## config.mk

```make
export PLATFORM = sky130hd
export DESIGN_NAME = itlb
export DESIGN_NICKNAME = d
export VERILOG_FILES = /design/src/rtl/itlb_pkg.sv /design/src/rtl/itlb_way.sv /design/src/rtl/itlb_victim.sv /design/src/rtl/itlb_resolve.sv /design/src/rtl/itlb.sv
export SDC_FILE = /design/constraint.sdc
export NUM_CORES = 1
export LEC_CHECK = 0
export BUFFER_PORTS_ARGS = -buffer_cell sky130_fd_sc_hd__clkbuf_2
export CAP_MARGIN = 20
export CORE_ASPECT_RATIO = 0.8
export CORE_MARGIN = 1.5
export CORE_UTILIZATION = 55
export DETAILED_ROUTE_END_ITERATION = 8
export GPL_ROUTABILITY_DRIVEN = 0
export PLACE_DENSITY = 0.72
export SLEW_MARGIN = 40
export SYNTH_ARGS = -nofsm -noshare
export SYNTH_HDL_FRONTEND = slang
export SYNTH_SLANG_ARGS = --single-unit
```

## constraint.sdc

```tcl
create_clock -name clk -period 6.92 [get_ports clk]
set_input_delay 1.384 -clock clk [delete_from_list [all_inputs] [get_ports clk]]
set_output_delay 1.384 -clock clk [all_outputs]
set_load 0.02 [all_outputs]
```

## src/rtl/itlb_pkg.sv

```systemverilog
package itlb_pkg;
  localparam int VA_W      = 32;
  localparam int PG_MIN    = 12;
  localparam int VPN_W     = VA_W - PG_MIN;
  localparam int ASID_W    = 8;
  localparam int CA_W      = 4;
  localparam int WAY_W     = 3;
  localparam int NUM_WAYS  = 7;
  localparam int ARF_WAYS  = 4;
  localparam int ARF_DEPTH = 4;
  localparam int CFG_FW    = 4;
  localparam int CFG_W     = 32;
  localparam int SZ_W      = 2;
  localparam int RR_W      = $clog2(ARF_WAYS);

  typedef struct packed {
    logic              valid;
    logic [VPN_W-1:0]  vpn;
    logic [VPN_W-1:0]  ppn;
    logic [ASID_W-1:0] asid;
    logic [CA_W-1:0]   attr;
  } tlb_entry_t;
endpackage

```

## src/rtl/itlb_way.sv

```systemverilog
module itlb_way
  import itlb_pkg::*;
#(
  parameter int ENTRIES  = 4,
  parameter bit VAR_SIZE = 1'b0
) (
  input  logic              clk,
  input  logic              rst_n,
  input  logic              we,
  input  tlb_entry_t        wdata,
  input  logic [VA_W-1:0]   va,
  input  logic [ASID_W-1:0] asid,
  input  logic [SZ_W-1:0]   size_sel,
  output logic              hit,
  output logic [VA_W-1:0]   paddr,
  output logic [CA_W-1:0]   attr
);
  localparam int IDX_W = (ENTRIES > 1) ? $clog2(ENTRIES) : 1;

  logic [IDX_W-1:0] rsel, wsel;
  tlb_entry_t       ents [ENTRIES];
  tlb_entry_t       sel;
  logic [VPN_W-1:0] va_vpn, lo_mask;
  logic             tag_eq;

  if (ENTRIES > 1) begin : g_idx
    assign rsel = va[PG_MIN +: IDX_W];
    assign wsel = wdata.vpn[IDX_W-1:0];
  end else begin : g_noidx
    assign rsel = '0;
    assign wsel = '0;
  end

  for (genvar e = 0; e < ENTRIES; e++) begin : g_ent
    tlb_entry_t ent_q;
    logic       ld;
    assign ld = we && (wsel == IDX_W'(e));
    always_ff @(posedge clk or negedge rst_n) begin
      if (!rst_n)  ent_q <= '0;
      else if (ld) ent_q <= wdata;
    end
    assign ents[e] = ent_q;
  end

  if (VAR_SIZE) begin : g_var
    assign lo_mask = ~({VPN_W{1'b1}} << {size_sel, 1'b0});
  end else begin : g_fix
    logic unused_size;
    assign unused_size = ^size_sel;
    assign lo_mask = '0;
  end

  always_comb begin
    sel    = ents[rsel];
    va_vpn = va[VA_W-1:PG_MIN];
    tag_eq = ((sel.vpn ^ va_vpn) & ~lo_mask) == '0;
    hit    = sel.valid && (sel.asid != '0) && (sel.asid == asid) && tag_eq;
    paddr  = {(sel.ppn & ~lo_mask) | (va_vpn & lo_mask), va[PG_MIN-1:0]};
    attr   = sel.attr;
  end

  // identifier 0 can never produce a match
  a_r5_null_asid: assert property (@(posedge clk) disable iff (!rst_n)
    hit |-> (asid != '0));
endmodule

```

## src/rtl/itlb_victim.sv

```systemverilog
module itlb_victim
  import itlb_pkg::*;
(
  input  logic            clk,
  input  logic            rst_n,
  input  logic            adv,
  output logic [RR_W-1:0] ptr
);
  logic [RR_W-1:0] ptr_q, ptr_d;

  always_comb begin
    ptr_d = ptr_q;
    if (adv) ptr_d = ptr_q + 1'b1;
  end

  always_ff @(posedge clk or negedge rst_n) begin
    if (!rst_n) ptr_q <= '0;
    else        ptr_q <= ptr_d;
  end

  assign ptr = ptr_q;

  a_r9_advance: assert property (@(posedge clk) disable iff (!rst_n)
    adv |=> (ptr == RR_W'($past(ptr) + 1'b1)));
  a_r9_hold: assert property (@(posedge clk) disable iff (!rst_n)
    !adv |=> $stable(ptr));
endmodule

```

## src/rtl/itlb_resolve.sv

```systemverilog
module itlb_resolve
  import itlb_pkg::*;
#(
  parameter int N = NUM_WAYS
) (
  input  logic [N-1:0]            hits,
  input  logic [N-1:0][VA_W-1:0]  paddrs,
  input  logic [N-1:0][CA_W-1:0]  attrs,
  output logic                    one,
  output logic                    none,
  output logic                    many,
  output logic [VA_W-1:0]         paddr,
  output logic [CA_W-1:0]         attr
);
  localparam int CNT_W = $clog2(N + 1);
  logic [CNT_W-1:0] cnt;
  logic [VA_W-1:0]  pa_or;
  logic [CA_W-1:0]  at_or;

  always_comb begin
    cnt   = '0;
    pa_or = '0;
    at_or = '0;
    for (int i = 0; i < N; i++) begin
      cnt = cnt + CNT_W'(hits[i]);
      if (hits[i]) begin
        pa_or = pa_or | paddrs[i];
        at_or = at_or | attrs[i];
      end
    end
    none  = (cnt == '0);
    one   = (cnt == CNT_W'(1));
    many  = !none && !one;
    paddr = one ? pa_or : '0;
    attr  = one ? at_or : '0;
  end
endmodule

```

## src/rtl/itlb.sv

```systemverilog
module itlb
  import itlb_pkg::*;
(
  input  logic              clk,
  input  logic              rst_n,
  input  logic              lk_valid,
  input  logic [VA_W-1:0]   lk_vaddr,
  input  logic [ASID_W-1:0] lk_asid,
  input  logic [CFG_W-1:0]  cfg_pgsz,
  input  logic              wr_en,
  input  logic              wr_refill,
  input  logic [WAY_W-1:0]  wr_way,
  input  logic [VPN_W-1:0]  wr_vpn,
  input  logic [VPN_W-1:0]  wr_ppn,
  input  logic [ASID_W-1:0] wr_asid,
  input  logic [CA_W-1:0]   wr_attr,
  output logic              res_valid,
  output logic              res_hit,
  output logic              res_miss,
  output logic              res_multihit,
  output logic [VA_W-1:0]   res_paddr,
  output logic [CA_W-1:0]   res_attr,
  output logic [RR_W-1:0]   refill_way
);
  tlb_entry_t                    wdata;
  logic                          refill_wr;
  logic [RR_W-1:0]               victim;
  logic [NUM_WAYS-1:0]           way_we, way_hit;
  logic [NUM_WAYS-1:0][VA_W-1:0] way_pa;
  logic [NUM_WAYS-1:0][CA_W-1:0] way_at;
  logic                          r_one, r_none, r_many;
  logic [VA_W-1:0]               r_pa;
  logic [CA_W-1:0]               r_at;
  logic                          unused_cfg;

  assign unused_cfg = ^cfg_pgsz;
  assign refill_wr  = wr_en && wr_refill;
  assign wdata      = '{valid: 1'b1, vpn: wr_vpn, ppn: wr_ppn, asid: wr_asid, attr: wr_attr};

  itlb_victim u_victim (.clk(clk), .rst_n(rst_n), .adv(refill_wr), .ptr(victim));
  assign refill_way = victim;

  for (genvar w = 0; w < NUM_WAYS; w++) begin : g_way
    localparam bit IS_ARF = (w < ARF_WAYS);
    localparam bit IS_VAR = (w >= ARF_WAYS) && (w < NUM_WAYS - 1);
    assign way_we[w] = wr_en && (wr_refill ? (IS_ARF && (victim == RR_W'(w)))
                                           : (wr_way == WAY_W'(w)));
    itlb_way #(.ENTRIES(IS_ARF ? ARF_DEPTH : 1), .VAR_SIZE(IS_VAR)) u_way (
      .clk(clk), .rst_n(rst_n), .we(way_we[w]), .wdata(wdata),
      .va(lk_vaddr), .asid(lk_asid), .size_sel(cfg_pgsz[CFG_FW*w +: SZ_W]),
      .hit(way_hit[w]), .paddr(way_pa[w]), .attr(way_at[w]));
  end

  itlb_resolve u_resolve (
    .hits(way_hit), .paddrs(way_pa), .attrs(way_at),
    .one(r_one), .none(r_none), .many(r_many), .paddr(r_pa), .attr(r_at));

  logic            v_d, h_d, m_d, mh_d;
  logic [VA_W-1:0] pa_d;
  logic [CA_W-1:0] at_d;

  always_comb begin
    v_d  = lk_valid;
    h_d  = lk_valid && r_one;
    m_d  = lk_valid && r_none;
    mh_d = lk_valid && r_many;
    pa_d = h_d ? r_pa : '0;
    at_d = h_d ? r_at : '0;
  end

  always_ff @(posedge clk or negedge rst_n) begin
    if (!rst_n) begin
      res_valid    <= 1'b0;
      res_hit      <= 1'b0;
      res_miss     <= 1'b0;
      res_multihit <= 1'b0;
      res_paddr    <= '0;
      res_attr     <= '0;
    end else begin
      res_valid    <= v_d;
      res_hit      <= h_d;
      res_miss     <= m_d;
      res_multihit <= mh_d;
      res_paddr    <= pa_d;
      res_attr     <= at_d;
    end
  end

  a_r1_valid_follows: assert property (@(posedge clk) disable iff (!rst_n)
    lk_valid |=> res_valid);
  a_r1_idle_quiet: assert property (@(posedge clk) disable iff (!rst_n)
    !lk_valid |=> (!res_valid && !res_hit && !res_miss && !res_multihit));
  a_r2_one_outcome: assert property (@(posedge clk) disable iff (!rst_n)
    res_valid |-> $onehot({res_hit, res_miss, res_multihit}));
  a_r2_offset_pass: assert property (@(posedge clk) disable iff (!rst_n)
    res_hit |-> (res_paddr[PG_MIN-1:0] == $past(lk_vaddr[PG_MIN-1:0])));
  a_r3_fail_zero: assert property (@(posedge clk) disable iff (!rst_n)
    (res_miss || res_multihit) |-> (res_paddr == '0 && res_attr == '0));
  a_r11_way7_noop: assert property (@(posedge clk) disable iff (!rst_n)
    (wr_en && !wr_refill && wr_way == WAY_W'(NUM_WAYS)) |-> (way_we == '0));
endmodule

```

==> flow_summary_export.csv, run 1 <==
group,metric,value,unit
outcome,outcome,"complete, no violations",
worst_setup_path,path_max_fanout,18,
synth,ys_ff_latch,1049,
synth,synth-compound-area-share,3.16,%
synth,synth.net_count,3436,
global_routing,grt_max_degree,169,
worst_setup_path,r2r_cells,24,
synth,synth_top_family_by_area,"multiplexers",
synth,yosys-top-cells-area,"dfrtp_1 55%, mux2_2 23%, mux4_2 8.3%",
die,start_util,55.8,%
route,dr.pass1.iters,5,
route,dr_wl_met3,10100,um
sta,whs,458,ps
sta,slew_violations,0,
synth,syn_avg_cell_area,14.6,sq um
place,placed_cells,4386,
place,numPortBuffers,145,
place,dp_hpwl,83300,um
global_routing,grt_pass1_wl,200000,um
synth,yosys_warnings,0,
layout,drive_gt1_share,47.6,%
global_routing,track_usage,30.2,%
synth,netlist-cell-type-count,60,
sta,finalSetupViolCount,0,
power_and_ir_drop,p_per_area,391,nW/um^2
clocking,cts_hold_buf,0,
worst_hold_path,min_from,"g_way[1].u_way.ents[33]$_DFFE_PN0P_",
global_routing,antenna_found_initial,7,
sta,rsz0062_at_grt,"no",
sta,slew_headroom,41.7,%
worst_setup_path,critPathCaptureType,"register",
worst_setup_path,timing.reg2reg.setup_slack,1250,ps
worst_setup_path,crit_required,7500,ps
worst_hold_path,hold_path_class,"register to register",
clocking,cts_resized,0,
route,route.detailed.drc,0,
worst_hold_path,hold_end,"g_way[1].u_way.ents[33]$_DFFE_PN0P_",
synth,synthArstFlopShare,100,%
route,drtAntennaViolNets,0,
synth,synth_mux_area_share,32.3,%
clocking,numCtsBuffers,101,
route,wire_per_inst,29.0,um
sta,fin_skew,27.0,ps
route,via_per_inst,6.43,
die,coreArea,86200,sq um
die,fp.dieW,334,um
die,io_pins,174,
worst_setup_path,worst_setup_path_start_kind,"input pin",
global_routing,first_global_vias,31037,
worst_hold_path,hold_depth,1,
clocking,post_cts_buffers,0,
power_and_ir_drop,finalPower,0.0210,W
synth,synth_top_cell_by_area,"dfrtp_1",
synth,syn_area,48100,sq um
synth,synth_cells,3297,
synth,synth_top_area_share,54.5,%
route,num_vias,29428,
clocking,cts-htree-levels,3,
synth,synthSimpleGateAreaFrac,3.18,%
power_and_ir_drop,max-vdd-ir-drop,0.233,mV
flow_run,drv_cap,0,
global_routing,overflow,0,
sta,hold_viol,0,
layout,finalNetCount,3503,
die,num_rows,96,
synth,yosys_most_used_dff,"dfrtp_1",
clocking,clk_path_buf_depth,3,
die,die_h,268,um
synth,synth-adder-area-share,0.229,%
worst_setup_path,criticalPathCategory,"input pin to register",
power_and_ir_drop,p_leak,24.1,nW
sta,period_minus_slack,6420,ps
route,m1WireLength,56800,um
worst_setup_path,r2r-start,"g_way[1].u_way.ents[35]$_DFFE_PN0P_",
synth,yosysSeqAreaShare,54.5,%
clocking,root_buffer,"clkbuf_16",
worst_setup_path,cp_data_arrival_time,7000,ps
worst_setup_path,rr_endpoint,"res_attr[3]$_DFF_PN0_",
route,drt_iter0_drc,2808,
synth,synth_edf_count,0,
clocking,insertion_delay,700,ps
clocking,cts_tree,"yes",
synth,yosys.area_share.xor_xnor,3.08,%
layout,synthToLayoutAreaGrowth,11.9,%
route,dr_wl_met2,61700,um
clocking,cts_sinks,1049,
layout,finalNonFillerCells,4575,
route,drt-total-wl,133000,um
sta,fin_crit_sh,92.7,%
route,top_layer,"met5",
clocking,clk_pin_slew,60,ps
sta,worst_pin_slew,875,ps
die,dieArea,89300,sq um
sta,max_freq,156,MHz
==> metrics by stage <==
stage / util, % / area, sq um / setup TNS [ps] / setup WS (ps)
after CTS: 62.4 / 53800 / 0 / 598
after detailed placement: 58.4 / 50400 / -1430 / -100
final: 62.5 / 53900 / 0 / 503
after global routing: 62.5 / 53900 / 0 / 193
after global placement: 58.4 / 50300 / -2830 / -157
after floorplan: - / 48100 / 0 / 254
==> layout make-up <==
class / count / area [sq um]
fill: 6233 / 32400
sequential: 1049 / 26300
multi-input combinational: 1839 / 20400
clock buffer: 140 / 2860
timing repair buffer: 278 / 2040
tap: 1127 / 1410
clock inverter: 43 / 542
inverter: 95 / 357
antenna: 4 / 10.0
==> worst max-delay path by stage <==
stage	to	startpoint	slack (ps)	cells past startpoint
after floorplan	res_paddr[18]$_DFF_PN0_	lk_vaddr[13]	250	25
after global placement	res_attr[2]$_DFF_PN0_	lk_vaddr[12]	-160	24
after detailed placement	res_attr[2]$_DFF_PN0_	lk_vaddr[12]	-100	25
after CTS	res_attr[3]$_DFF_PN0_	lk_vaddr[12]	600	25
after global routing	res_paddr[23]$_DFF_PN0_	lk_vaddr[12]	190	25
final	res_attr[3]$_DFF_PN0_	lk_vaddr[12]	500	25
==> metal layers <==
metal | track usage (%) | vias up
li1 | - | 12180
met1 | 43.4 | 15866
met2 | 46.9 | 1119
met3 | 5.54 | 257
met4 | 9.37 | 6
met5 | 0 | -
==> sequential cells by signal, indices dropped and copies added (netlist names) <==
| register | count |
|---|---|
| g_way.u_way.ents | 975 |
| g_way.u_way.attr | 12 |
| res_paddr | 32 |
| res_miss | 1 |
| res_valid | 1 |
| res_hit | 1 |
| u_victim.ptr | 2 |
| g_way.u_way.paddr | 20 |
| res_attr | 4 |
| res_multihit | 1 |
==> worst max-delay path: stages <==
cell       delay, ps
buf_8            120
buf_4            190
buf_12           170
inv_1            110
buf_4            320
o21ai_0          140
a2111oi_0        510
o221ai_1         270
nor4_4           380
nand2_1          130
inv_1             80
ha_1             220
inv_1             70
fa_1             430
fa_1             490
inv_1             40
ha_1             200
fa_1             430
xor2_1           170
nor2_1           160
nand3_2          100
inv_1            110
nand4_1          240
buf_12           250
o221ai_1         220
==> cells in the final DEF, fill, tap and decap left out, types with 22 or more instances in the layout <==
master and n:
nand4_1 46, xnor2_1 104, xor2_1 65, clkbuf_16 102, mux4_2 178, a222oi_1 25
clkbuf_2 142, nand2_1 25, clkbuf_1 22, nor2_1 26, buf_4 107, nand2b_1 43
mux2_2 974, mux2i_1 59, nor4_1 30, dfrtp_1 1049, inv_1 95
==> power breakdown <==
part	switching [W]	internal, W
clock network	0.00242	0.00323
registers	0.00134	0.00864
logic	0.00218	0.00322
total	0.00595	0.0151
==> kinds of logic after synthesis <==
kind of cell | count (synthesis)
DFF | 1049
AOI/OAI and AO/OA | 185
muxes | 1211
buffers and inverters | 409
xor gates and xnor gates | 169
adders and majority gates | 7
and+or+nand+nor | 267
==> Yosys cell counts, drive strengths merged (10+ instances only) <==
| master | instances |
|---|---|
| mux2i | 59 |
| xnor2 | 104 |
| a222oi | 25 |
| nor4 | 34 |
| a21oi | 16 |
| mux4 | 178 |
| nor3 | 18 |
| nand2 | 38 |
| nor2 | 26 |
| o221ai | 21 |
| and2 | 16 |
| inv | 95 |
| nand3 | 14 |
| nand2b | 43 |
| mux2 | 974 |
| nand4 | 46 |
| a311oi | 13 |
| dfrtp | 1049 |
| xor2 | 65 |
| nor2b | 10 |
| o21ai | 21 |
| o221a | 21 |
| buf | 114 |
| clkbuf | 200 |
Note: power is estimated with default switching activity, not from simulation.
==> inputs of run 2 (changes only) <==
- CELL_PAD_IN_SITES_DETAIL_PLACEMENT: not set -> 0
- CELL_PAD_IN_SITES_GLOBAL_PLACEMENT: not set -> 1
- CORE_UTILIZATION: 55 -> 53
- PLACE_DENSITY: 0.72 -> not set
- PLACE_DENSITY_LB_ADDON: not set -> 0.1
==> flow_summary_export.csv, run 2 (same netlist as run 1, synthesis figures left out) <==
group,metric,value,unit
layout,drive_gt1_share,47.7,%
worst_setup_path,worst_setup_path_start_kind,"input pin",
die,fp.dieW,340,um
global_routing,track_usage,30.0,%
die,dieArea,92600,sq um
worst_setup_path,crit_family,"adder cells",
layout,post-route-util,60.5,%
outcome,outcome,"complete, no violations",
global_routing,grt_pass1_wl,206000,um
sta,fin_crit_sh,95.6,%
die,die_h,273,um
sta,slew_violations,0,
layout,layout_commonest_cell,"dfrtp_1",
clocking,root_buffer,"clkbuf_16",
place,numPortBuffers,145,
clocking,cts-htree-levels,3,
worst_setup_path,path_max_fanout,15,
worst_setup_path,cpMaxStageDelayCell,"mux4_2",
sta,period_minus_slack,6620,ps
route,via_per_inst,6.26,
clocking,cts_hold_buf,0,
route,dr.pass1.iters,6,
clocking,cts_resized,0,
global_routing,antenna_found_initial,11,
global_routing,first_global_vias,30785,
route,wire_per_inst,29.5,um
sta,finalSetupViolCount,0,
die,coreArea,89600,sq um
worst_setup_path,critPathCaptureType,"register",
die,io_pins,174,
layout,largest_register_ffs,975,
worst_setup_path,crit_required,7510,ps
route,drtAntennaViolNets,0,
sta,rsz0062_at_grt,"no",
clocking,cts_tree,"yes",
worst_setup_path,path_cells,"buf_8 > buf_4 > mux4_2 > xnor2_1 > nand4_1 > a2111oi_0 > nand3_1 > buf_12 > fa_1 > fa_1 > inv_1 > ha_1 > fa_1 > xor2_1 > nor2_1 > nand3_2 > inv_1 > nand4_1 > buf_4 > o221ai_1",
route,route.detailed.drc,0,
sta,fin_skew,30.7,ps
worst_setup_path,crit_top_cell,"fa_1",
worst_hold_path,hold_path_class,"register to register",
power_and_ir_drop,max-vdd-ir-drop,0.218,mV
layout,multi_input_area,20400,sq um
layout,finalNonFillerCells,4649,
worst_setup_path,criticalPathCategory,"input pin to register",
clocking,cts_sinks,1049,
layout,fillers,6766,
layout,final_cell_mix,"1049 x dfrtp_1, 974 x mux2_2, 178 x mux4_2",
worst_setup_path,crit_buf_inv,6,
route,drt-total-wl,137000,um
worst_setup_path,slowest_delay,590,ps
clocking,post_cts_buffers,0,
layout,synthToLayoutAreaGrowth,12.7,%
sta,hold_viol,0,
place,dp_hpwl,86800,um
global_routing,grt_max_degree,161,
power_and_ir_drop,p_leak,24.2,nW
clocking,clk_pin_slew,60,ps
route,drt_iter0_drc,2415,
layout,seqCellArea,26300,sq um
global_routing,overflow,0,
clocking,clk_path_buf_depth,3,
sta,tns,0,ps
power_and_ir_drop,p_per_area,397,nW/um^2
sta,slew_headroom,41.3,%
worst_setup_path,cp_data_arrival_time,7210,ps
die,start_util,53.7,%
clocking,numCtsBuffers,106,
route,num_vias,29115,
sta,max_freq,151,MHz
clocking,insertion_delay,700,ps
sta,worst_pin_slew,881,ps
die,num_rows,98,
flow_run,drv_cap,0,
layout,finalNetCount,3495,
place,placed_cells,4446,
-- run 2: layout make-up --
type	instances	share of cell area, %
inverters	95	0.657
repair buffers	265	3.63
diodes	4	0.0185
clock inverters	47	1.27
clock buffers	150	5.67
well taps	1200	2.77
multi-input cells	1839	37.6
flip-flops and latches	1049	48.4
-- run 2: where the power goes --
part	switching, W	internal [W]	leakage [nW]
sequential	0.00132	0.00864	13.1
combinational	0.00220	0.00322	9.31
clock	0.00251	0.00364	1.85
total	0.00603	0.0155	24.2
-- run 2: path summary, 6_finish.rpt --
check	slack, ps	start	to	cells after the start
worst min-delay path	450	g_way[1].u_way.ents[138]$_DFFE_PN0P_	g_way[1].u_way.ents[138]$_DFFE_PN0P_	1
min in group asynchronous	580	rst_n	g_way[3].u_way.ents[203]$_DFFE_PN0P_	1
worst min register to register	450	g_way[1].u_way.ents[138]$_DFFE_PN0P_	g_way[1].u_way.ents[138]$_DFFE_PN0P_	1
worst max register to register	1230	g_way[2].u_way.ents[51]$_DFFE_PN0P_	res_attr[0]$_DFF_PN0_	18
max in group asynchronous	4540	rst_n	g_way[0].u_way.ents[132]$_DFFE_PN0P_	5
worst max-delay path	300	lk_vaddr[12]	res_attr[0]$_DFF_PN0_	20
-- run 2: per-layer routing --
| layer | routed length [um] | part of all wire, % | global-route usage, % |
|---|---|---|---|
| met1 | 61300 | 45 | 43.6 |
| met2 | 64100 | 47 | 46.8 |
| met3 | 8250 | 6.0 | 5.06 |
| met4 | 3640 | 2.7 | 8.75 |
| met5 | 53 | 0.039 | 0 |
-- run 2: stage by stage --
stage	setup slack [ps]	hold slack (ps)	instance area (sq um)	total power [W]
finish	301	455	54200	0.0215
global route	89.8	474	54200	0.0226
floorplan	254	414	48100	0.0136
CTS	511	461	54200	0.0216
detailed placement	-177	445	50400	0.0154
global placement	-143	425	50200	0.0149
